--- config.mk ---
export PLATFORM = sky130hd
export DESIGN_NAME = mw_word_reader
export DESIGN_NICKNAME = d
export VERILOG_FILES = /design/src/rtl/mwr_pkg.sv /design/src/rtl/mwr_tick.sv /design/src/rtl/mwr_xfer.sv /design/src/rtl/mw_word_reader.sv
export SDC_FILE = /design/constraint.sdc
export NUM_CORES = 1
export LEC_CHECK = 0
export ABC_AREA = 1
export BUFFER_PORTS_ARGS = -buffer_cell sky130_fd_sc_hd__buf_2
export CORE_MARGIN = 2
export CORE_UTILIZATION = 35
export DETAILED_ROUTE_END_ITERATION = 10
export PLACE_DENSITY_LB_ADDON = 0.15
export SKIP_LAST_GASP = 1
export SLEW_MARGIN = 0
export SYNTH_ARGS = -nofsm -noshare
export SYNTH_HDL_FRONTEND = slang
export SYNTH_SLANG_ARGS = --single-unit
export TNS_END_PERCENT = 100
--- constraint.sdc ---
create_clock -name clk -period 3.5 [get_ports clk]
set_input_delay 0.175 -clock clk [delete_from_list [all_inputs] [get_ports clk]]
set_output_delay 0.175 -clock clk [all_outputs]
set_load 0.02 [all_outputs]
--- src/rtl/mwr_pkg.sv ---
package mwr_pkg;
  localparam int WORD_W = 16;
  localparam int HDR_W  = 4;           // dummy zero, start bit, two opcode bits
  localparam logic [HDR_W-1:0] RD_HDR = 4'b0110;

  typedef enum logic [2:0] {
    X_IDLE, X_SEL, X_TX, X_RX, X_TAIL, X_DESEL
  } xfer_st_t;

  typedef enum logic [1:0] {
    T_IDLE, T_READ, T_SCAN
  } top_st_t;
endpackage

--- src/rtl/mwr_tick.sv ---
module mwr_tick #(
  parameter int CLK_DIV = 4
) (
  input  logic clk,
  input  logic rst,
  input  logic en,
  output logic tick
);
  localparam int CW = (CLK_DIV > 1) ? $clog2(CLK_DIV) : 1;
  logic [CW-1:0] cnt;

  always_ff @(posedge clk) begin
    if (rst || !en)                    cnt <= '0;
    else if (cnt == CW'(CLK_DIV - 1))  cnt <= '0;
    else                               cnt <= cnt + 1'b1;
  end

  assign tick = en && (cnt == CW'(CLK_DIV - 1));
endmodule

--- src/rtl/mwr_xfer.sv ---
module mwr_xfer
  import mwr_pkg::*;
#(
  parameter int ADDR_W  = 8,
  parameter int CLK_DIV = 4
) (
  input  logic              clk,
  input  logic              rst,
  input  logic              start_i,
  input  logic [ADDR_W-1:0] addr_i,
  output logic              done_o,
  output logic [WORD_W-1:0] data_o,
  output logic              cs_o,
  output logic              sk_o,
  output logic              do_o,
  input  logic              di_i
);
  localparam int TX_N  = HDR_W + ADDR_W;
  localparam int CNT_W = $clog2(TX_N + WORD_W);

  xfer_st_t          st;
  logic              hi;
  logic [TX_N-1:0]   shreg;
  logic [CNT_W-1:0]  bitcnt;
  logic              tick;

  mwr_tick #(.CLK_DIV(CLK_DIV)) u_tick (
    .clk(clk), .rst(rst), .en(st != X_IDLE), .tick(tick)
  );

  always_ff @(posedge clk) begin
    if (rst) begin
      st <= X_IDLE; hi <= 1'b0; shreg <= '0; bitcnt <= '0;
      done_o <= 1'b0; data_o <= '0; cs_o <= 1'b0; sk_o <= 1'b0; do_o <= 1'b0;
    end else begin
      done_o <= 1'b0;
      case (st)
        X_IDLE: if (start_i) begin
          st <= X_SEL; cs_o <= 1'b1; sk_o <= 1'b0; do_o <= 1'b0;
          shreg <= {RD_HDR, addr_i}; bitcnt <= '0; hi <= 1'b0;
        end
        X_SEL: if (tick) begin
          st <= X_TX; do_o <= shreg[TX_N-1];
        end
        X_TX: if (tick) begin
          if (!hi) begin
            sk_o <= 1'b1; hi <= 1'b1;
          end else begin
            sk_o <= 1'b0; hi <= 1'b0;
            if (bitcnt == CNT_W'(TX_N - 1)) begin
              st <= X_RX; bitcnt <= '0; do_o <= 1'b0;
            end else begin
              bitcnt <= bitcnt + 1'b1;
              shreg  <= shreg << 1;
              do_o   <= shreg[TX_N-2];
            end
          end
        end
        X_RX: if (tick) begin
          if (!hi) begin
            if (bitcnt != '0) data_o <= {data_o[WORD_W-2:0], di_i};
            sk_o <= 1'b1; hi <= 1'b1;
          end else begin
            sk_o <= 1'b0; hi <= 1'b0;
            if (bitcnt == CNT_W'(WORD_W - 1)) st <= X_TAIL;
            else                               bitcnt <= bitcnt + 1'b1;
          end
        end
        X_TAIL: if (tick) begin
          data_o <= {data_o[WORD_W-2:0], di_i};
          st <= X_DESEL; cs_o <= 1'b0;
        end
        X_DESEL: if (tick) begin
          st <= X_IDLE; done_o <= 1'b1;
        end
        default: st <= X_IDLE;
      endcase
    end
  end

  // data line held while clock high
  assert_do_quiet_R5: assert property (@(posedge clk) disable iff (rst)
    sk_o |-> $stable(do_o));
  // no clock outside a selected frame
  assert_sk_in_cs_R5: assert property (@(posedge clk) disable iff (rst)
    sk_o |-> cs_o);
  // completion is a single pulse
  assert_done_pulse_R4: assert property (@(posedge clk) disable iff (rst)
    done_o |=> !done_o);
endmodule

--- src/rtl/mw_word_reader.sv ---
module mw_word_reader
  import mwr_pkg::*;
#(
  parameter int ADDR_W     = 8,
  parameter int CLK_DIV    = 4,
  parameter int SCAN_WORDS = 256
) (
  input  logic              clk,
  input  logic              rst,
  input  logic              req_valid,
  input  logic              req_scan,
  input  logic [ADDR_W-1:0] req_addr,
  output logic              busy,
  output logic              done,
  output logic [WORD_W-1:0] rd_data,
  output logic              scan_ok,
  output logic              ee_cs,
  output logic              ee_sk,
  output logic              ee_do,
  input  logic              ee_di
);
  top_st_t           st;
  logic              xs_start;
  logic [ADDR_W-1:0] xs_addr;
  logic              x_done;
  logic [WORD_W-1:0] x_data;
  logic [ADDR_W-1:0] idx;
  logic [WORD_W-1:0] acc;
  logic [WORD_W-1:0] acc_nxt;

  assign acc_nxt = acc + x_data;

  mwr_xfer #(.ADDR_W(ADDR_W), .CLK_DIV(CLK_DIV)) u_xfer (
    .clk(clk), .rst(rst), .start_i(xs_start), .addr_i(xs_addr),
    .done_o(x_done), .data_o(x_data),
    .cs_o(ee_cs), .sk_o(ee_sk), .do_o(ee_do), .di_i(ee_di)
  );

  always_ff @(posedge clk) begin
    if (rst) begin
      st <= T_IDLE; busy <= 1'b0; done <= 1'b0; rd_data <= '0; scan_ok <= 1'b0;
      xs_start <= 1'b0; xs_addr <= '0; idx <= '0; acc <= '0;
    end else begin
      done     <= 1'b0;
      xs_start <= 1'b0;
      case (st)
        T_IDLE: if (req_valid) begin
          busy <= 1'b1; xs_start <= 1'b1; idx <= '0; acc <= '0;
          if (req_scan) begin
            st <= T_SCAN; xs_addr <= '0; scan_ok <= 1'b0;
          end else begin
            st <= T_READ; xs_addr <= req_addr;
          end
        end
        T_READ: if (x_done) begin
          rd_data <= x_data; done <= 1'b1; busy <= 1'b0; st <= T_IDLE;
        end
        T_SCAN: if (x_done) begin
          if (idx == ADDR_W'(SCAN_WORDS - 1)) begin
            rd_data <= acc_nxt; scan_ok <= (acc_nxt == '0);
            done <= 1'b1; busy <= 1'b0; st <= T_IDLE;
          end else begin
            acc <= acc_nxt; idx <= idx + 1'b1;
            xs_addr <= idx + 1'b1; xs_start <= 1'b1;
          end
        end
        default: st <= T_IDLE;
      endcase
    end
  end

  // busy falls only together with done
  assert_busy_end_R1: assert property (@(posedge clk) disable iff (rst)
    $fell(busy) |-> done);
  // busy rises only on a request
  assert_busy_start_R1: assert property (@(posedge clk) disable iff (rst)
    $rose(busy) |-> $past(req_valid));
  // no frame is launched while idle
  assert_no_stray_frame_R6: assert property (@(posedge clk) disable iff (rst)
    xs_start |-> busy);
endmodule

# Yosys cells after proc, flatten, opt, wreduce, memory -nomap -nowiden
# Cells that the tools add are included.
[classes]
n_mux = 81
addsub = 4
n_eq_ne = 32
bitwise = 1
reduce_logical = 32
[op_table]
columns = ["op", "count"]
rows = [
  ["2-to-1 mux 16 bit", 10],
  ["one-hot mux 16 bit (2 select lines)", 3],
  ["2-to-1 mux 12 bit", 4],
  ["2-to-1 mux 8 bit", 5],
  ["2-to-1 mux 5 bit", 7],
  ["one-hot mux 8 bit (2 select lines)", 2],
  ["2-to-1 mux 3 bit", 10],
  ["inequality test 2 x 1 -> 1 bit (second input constant)", 13],
  ["AND reduction 5 bit", 5],
  ["2-to-1 mux 1 bit", 24],
  ["one-hot mux 12 bit (2 select lines)", 1],
  ["one-hot mux 3 bit (6 select lines)", 1],
  ["adder 16 bit", 1],
  ["zero test 16 bit", 1],
  ["inequality test 2 bit (second input constant)", 8],
  ["one-hot mux 5 bit (3 select lines)", 1],
  ["AND reduction 4 bit", 3],
  ["nonzero test 2 bit", 6],
  ["nonzero test 3 bit", 4],
  ["== test 5 x 4 -> 1 bit (second input constant)", 2],
  ["2-to-1 mux 2 bit", 5],
  ["one-hot mux 1 bit (2 select lines)", 5],
  ["AND reduction 10 bit", 1],
  ["adder 8 x 1 -> 8 bit (second input constant)", 1],
  ["other kinds (20)", 27],
]
[totals]
out_inout_bits = 22
regBits = 96
wordCells = 168
input_bits = 13

# Depth between registers and ports, before layout
[depth]
ltp_word = 5
depth_mapped = 14
depth_no_buf = 14

# Modules after synthesis
# From an unflattened synthesis, not the netlist that was laid out.
[hier_totals]
hier_cells = 858
hier_area_um2 = 5572.8
[modules_own_cells]
columns = ["mod", "cells_per_inst", "seq_area_each_um2", "n_inst", "area_per_inst_um2"]
rows = [
  ["mw_word_reader", 540, 1081.0, 1, 3489.6],
  ["mwr_xfer", 307, 800.8, 1, 1994.4],
  ["mwr_tick", 11, 40.0, 1, 88.8],
]

# Worst setup path before layout
# Ideal clock, no wire load.
[synth_timing]
path_kind = "register -> register"
startpoint = "register acc[0]"
endpoint = "register scan_ok"
setup_time_ns = 0.070
n_path_buf = 0
t_arrival_ns = 1.839
required_time_ns = 3.430
path_slack_ns = 1.591
synth_period_minus_slack_ns = 1.909
path_stages_with_launch = 11
path_cell_list = "dfxtp_1 > ha_1 > fa_1 > or2_0 > nor3_1 > nand3_1 > nor2_1 > nand2_1 > nor2_1 > nand3_1 > a21oi_1"
[synth_between]
elab_chain_cells = 5
[synth_lines]
columns = ["item", "line_no", "source"]
rows = [
  ["start: declaration", "mw_word_reader.sv:28", "logic [WORD_W-1:0] acc;"],
  ["start signal: assignment", "mw_word_reader.sv:63", "acc <= acc_nxt; idx <= idx + 1'b1;"],
  ["adder 16 bit", "mw_word_reader.sv:31", "assign acc_nxt = acc + x_data;"],
  ["zero test 16 bit", "mw_word_reader.sv:60", "rd_data <= acc_nxt; scan_ok <= (acc_nxt == '0);"],
  ["2-to-1 mux 1 bit", "mw_word_reader.sv:59", "if (idx == ADDR_W'(SCAN_WORDS - 1)) begin"],
  ["2-to-1 mux 1 bit", "mw_word_reader.sv:58", "T_SCAN: if (x_done) begin"],
  ["one-hot mux 1 bit (2 select lines)", "mw_word_reader.sv:46", "case (st)"],
  ["end signal: assignment", "mw_word_reader.sv:60", ""],
  ["end: declaration", "mw_word_reader.sv:16", "output logic scan_ok,"],
]
# No other way between the ends. The select of a mux whose other input is x is not followed.
# A chain may end at the register's enable or synchronous reset.

# Worst setup path after layout
[layout_timing]
startpoint = "register st[0]"
endpoint = "register acc[7]"
[layout_between]
elab_chain_cells = 3
word_cells_on_any_way = 8
classes_between = "4 x eq/ne; 1 x mux; 3 x reduce/logical"
[layout_lines]
columns = ["item", "line_no", "source"]
rows = [
  ["start: declaration", "mw_word_reader.sv:22", "top_st_t st;"],
  ["start signal: assignment", "mw_word_reader.sv:41", "st <= T_IDLE; busy <= 1'b0; done <= 1'b0; rd_data <= '0; scan_ok <= 1'b0;"],
  ["start signal: assignment", "mw_word_reader.sv:50", "st <= T_SCAN; xs_addr <= '0; scan_ok <= 1'b0;"],
  ["start signal: assignment", "mw_word_reader.sv:52", "st <= T_READ; xs_addr <= req_addr;"],
  ["== test 2 bit or zero test 2 bit (tied branches)", "mw_word_reader.sv:46", ""],
  ["inequality test 2 bit (no line) (tied with other cells)", "-", ""],
  ["AND reduction 4 bit (no line)", "-", ""],
]
# Parallel ways exist; a longest one is shown, timed or not.

==> parameters.txt <==
Parameter                              Value

Status
  Status    finished clean

Logic synthesis
  Synthesized netlist net count    771
  Netlist area before placement    5100 µm²
  Synth Flop Type    sky130_fd_sc_hd__dfxtp_1
  Number of synthesis warnings    0
  Cell count after synthesis    733
  Sequential share of the synthesized area    37.7%
  Post-synth EDFFs    0
  Per-instance average area after synthesis    6.96 µm²
  Distinct cell type count of the synthesized netlist    46
  Share of synthesized flip-flops with an asynchronous set or reset    0%
  Flip-flop and latch count after synthesis    96

Flow run
  Number of max-cap violations    0

Power and ir drop
  Worst supply voltage drop on vdd    0.322 mV
  Leakage power    2.57 nW
  P per Cell Area    800 nW/µm²

Clock network
  Clock-pin transition on the worst setup and hold timing paths    0.07 ns
  Worst-Skew Late Latency    0.36 ns
  Cell chosen for the clock root    sky130_fd_sc_hd__clkbuf_16
  Number of levels the H-tree was split into    3
  Post-CTS Hold Fix Bufs    0
  Number of buffers added by the clock tree synthesis step    9
  Clk buf depth    2
  Buffers inserted during post-CTS setup optimization    0
  CTS tree    done
  Quantity of gates resized following cts    0
  Total number of clock tree sinks    96

Layout
  Nets    796
  Most common library cell in the layout ignoring fill and taps    sky130_fd_sc_hd__nand2_1
  Area growth, synth to finish    12.0%
  Count of placed standard cells in the final layout, fillers left out    947
  Inserted Diodes    0
  Fillers    1530
  Highest-count cells in the layout ignoring fill and taps    sky130_fd_sc_hd__nand2_1, sky130_fd_sc_hd__dfxtp_1, sky130_fd_sc_hd__a21oi_1
  Fraction of final layout cells with drive strength greater than 1    11.7%

STA
  Hold violation count in the final report    0
  Final worst clock skew    0.0126 ns
  Final Slew Violations    0
  Tightest slew margin relative to the limit    34.1%
  Share of the clock period used by the worst path after layout    70.6%
  Sum of negative setup slack    0 ns
  Count of endpoints failing setup in the final report    0
  Setup repair after global routing missed its margin    no
  Slack of the critical path    1.03 ns
  Time the final worst path needs with I/O delays and setup    2.47 ns
  Maximum clock rate    0.405 GHz
  Actual slew at the worst max-slew pin    0.987 ns

Floorplan
  Top-level port count    35
  DIE HEIGHT    125 µm
  Site row count    44
  Starting density of the core    35.5%
  Area of the placeable core    14400 µm²
  Die outline width    125 µm
  Die footprint    15600 µm²

Drt
  Vias    4794
  Vias per cell    5.06
  Detailed-route wire length per cell    13.7 µm
  Violation count after the first detailed-route iteration    299
  Antenna Nets Post-Route    0
  DRC    0
  Final Routed Wirelength    13.0 mm
  Detailed Routing Iterations Pass 1    4

Global routing
  Maximum number of pins on one net before global-route repair    35
  Global-route usage over all layers    17.4%
  Vias in the first global route    4562
  Number of antenna violations at the first check in global routing    0
  Wire length of the first global-routing pass    22.3 mm
  Global-route congestion overflow total    0

Worst setup path
  Element type at the critical path start    flop
  Flop-to-flop setup slack    1.03 ns
  Worst Setup EP    acc[7]
  Start point of the critical path    st[0]
  Maximum fanout count along the critical path    18
  Endpoint class of the critical path    flop
  Reg2Reg Launch Point    st[0]
  Worst Setup Path Type    flop to flop
  Data required time of the critical path    3.78 ns
  Reg2reg end    acc[7]
  Length in cells of the worst reg-to-reg path    10
  Crit path DAT    2.75 ns

Placed design
  Total half-perimeter wirelength after legalization and detailed placement    9.55 mm
  Setup slack at placement    1.02 ns
  Global placer's final weighted congestion    0.865
  Port bufs    34
  Dpl cells    931

Hold path
  Kind of path behind the tightest hold check    input pin to flop
  Worst Hold Launch    req_addr[0]
synth_stat cells, types with 2 or more instances:
cell / instances / area [µm²]
sky130_fd_sc_hd__nor2_2: 4 / 25.0
sky130_fd_sc_hd__clkbuf_1: 10 / 37.5
sky130_fd_sc_hd__nor3_1: 8 / 40.0
sky130_fd_sc_hd__o21ai_2: 2 / 17.5
sky130_fd_sc_hd__nand3b_1: 3 / 22.5
sky130_fd_sc_hd__inv_2: 12 / 45.0
sky130_fd_sc_hd__xnor2_1: 2 / 17.5
sky130_fd_sc_hd__dfxtp_1: 96 / 1920
sky130_fd_sc_hd__nand3_1: 46 / 230
sky130_fd_sc_hd__o21ai_0: 65 / 325
sky130_fd_sc_hd__a211oi_1: 6 / 45.0
sky130_fd_sc_hd__buf_4: 3 / 22.5
sky130_fd_sc_hd__inv_1: 73 / 274
sky130_fd_sc_hd__buf_1: 2 / 7.51
sky130_fd_sc_hd__nand4_1: 4 / 25.0
sky130_fd_sc_hd__nor4_1: 2 / 12.5
sky130_fd_sc_hd__nor2_4: 2 / 22.5
sky130_fd_sc_hd__nor2_1: 53 / 199
sky130_fd_sc_hd__buf_6: 4 / 45.0
sky130_fd_sc_hd__ha_1: 24 / 300
sky130_fd_sc_hd__buf_2: 7 / 35.0
sky130_fd_sc_hd__a21oi_1: 82 / 410
sky130_fd_sc_hd__a31oi_1: 19 / 119
sky130_fd_sc_hd__xor2_1: 2 / 17.5
sky130_fd_sc_hd__or2_2: 5 / 31.3
sky130_fd_sc_hd__nand2_1: 175 / 657
sky130_fd_sc_hd__nand2_2: 3 / 18.8
logic make-up after synthesis:
logic type	count (synthesis)	synth area share [%]
compound gates	184	19.5
xor+xnor	4	0.687
fa+ha+maj	25	6.28
buf+inv	111	9.15
flops	96	37.7
simple gates	313	26.7
metal layers:
| layer | global-route usage, % | vias up | part of all wire (%) |
|---|---|---|---|
| met5 | 0 | - | 0 |
| met4 | 7.01 | 0 | 1.9 |
| met3 | 2.96 | 18 | 3.5 |
| met2 | 28.2 | 76 | 46 |
| met1 | 23.0 | 2220 | 49 |
| li1 | - | 2480 | - |
flip-flops by register name (all words and copies together), names as in the netlist:
signal,cells
xs_addr,8
st,2
xs_start,1
u_xfer.do_o,1
u_xfer.cs_o,1
u_xfer.data_o,16
u_xfer.u_tick.cnt,2
u_xfer.bitcnt,5
u_xfer.done_o,1
u_xfer.shreg,12
scan_ok,1
u_xfer.st,3
acc,16
idx,8
busy,1
rd_data,16
u_xfer.sk_o,1
done,1
cell type report:
| type | instances | area [µm²] | area share (%) |
|---|---|---|---|
| sequential | 96 | 1920 | 33.6 |
| timing repair buffer | 40 | 215 | 3.77 |
| inverter | 85 | 319 | 5.58 |
| tap | 184 | 230 | 4.03 |
| clock inverter | 6 | 76.3 | 1.34 |
| multi-input combinational | 526 | 2710 | 47.5 |
| clock buffer | 10 | 239 | 4.18 |
through the flow:
| step | utilization [%] | cell area (µm²) | hold slack (ns) | power [mW] |
|---|---|---|---|---|
| after floorplan | - | 5100 | 0.323 | 3.17 |
| after global placement | 37.6 | 5400 | 0.408 | 3.52 |
| after detailed placement | 37.6 | 5400 | 0.422 | 3.56 |
| after CTS | 39.8 | 5710 | 0.0722 | 4.62 |
| after global routing | 39.8 | 5710 | 0.102 | 4.97 |
| final | 39.8 | 5710 | 0.0858 | 4.57 |
worst max-delay path, cell delays in order (launching register included):
cell and delay (ns):
sky130_fd_sc_hd__dfxtp_1 0.34, sky130_fd_sc_hd__inv_1 0.09, sky130_fd_sc_hd__ha_1 0.37, sky130_fd_sc_hd__buf_4 0.27
sky130_fd_sc_hd__inv_2 0.06, sky130_fd_sc_hd__a21oi_2 0.19, sky130_fd_sc_hd__nand2_2 0.25, sky130_fd_sc_hd__inv_2 0.31
sky130_fd_sc_hd__buf_4 0.26, sky130_fd_sc_hd__o21ai_0 0.10, sky130_fd_sc_hd__a21oi_1 0.16
worst min path at each step:
stage	endpoint	slack, ns	cells past startpoint
finish	xs_addr[0]	0.09	3
detailed placement	u_xfer.u_tick.cnt[0]	0.42	1
CTS	xs_addr[0]	0.07	3
global route	xs_addr[3]	0.10	3
floorplan	xs_start	0.32	2
global placement	u_xfer.u_tick.cnt[0]	0.41	1
power by group:
group | switching (mW) | total (mW) | internal, mW
Clock | 0.460 | 1.04 | 0.585
Combinational | 1.33 | 1.97 | 0.633
Sequential | 0.176 | 1.56 | 1.38
Total | 1.97 | 4.57 | 2.60
No activity file was read; power rests on OpenSTA's default activity.
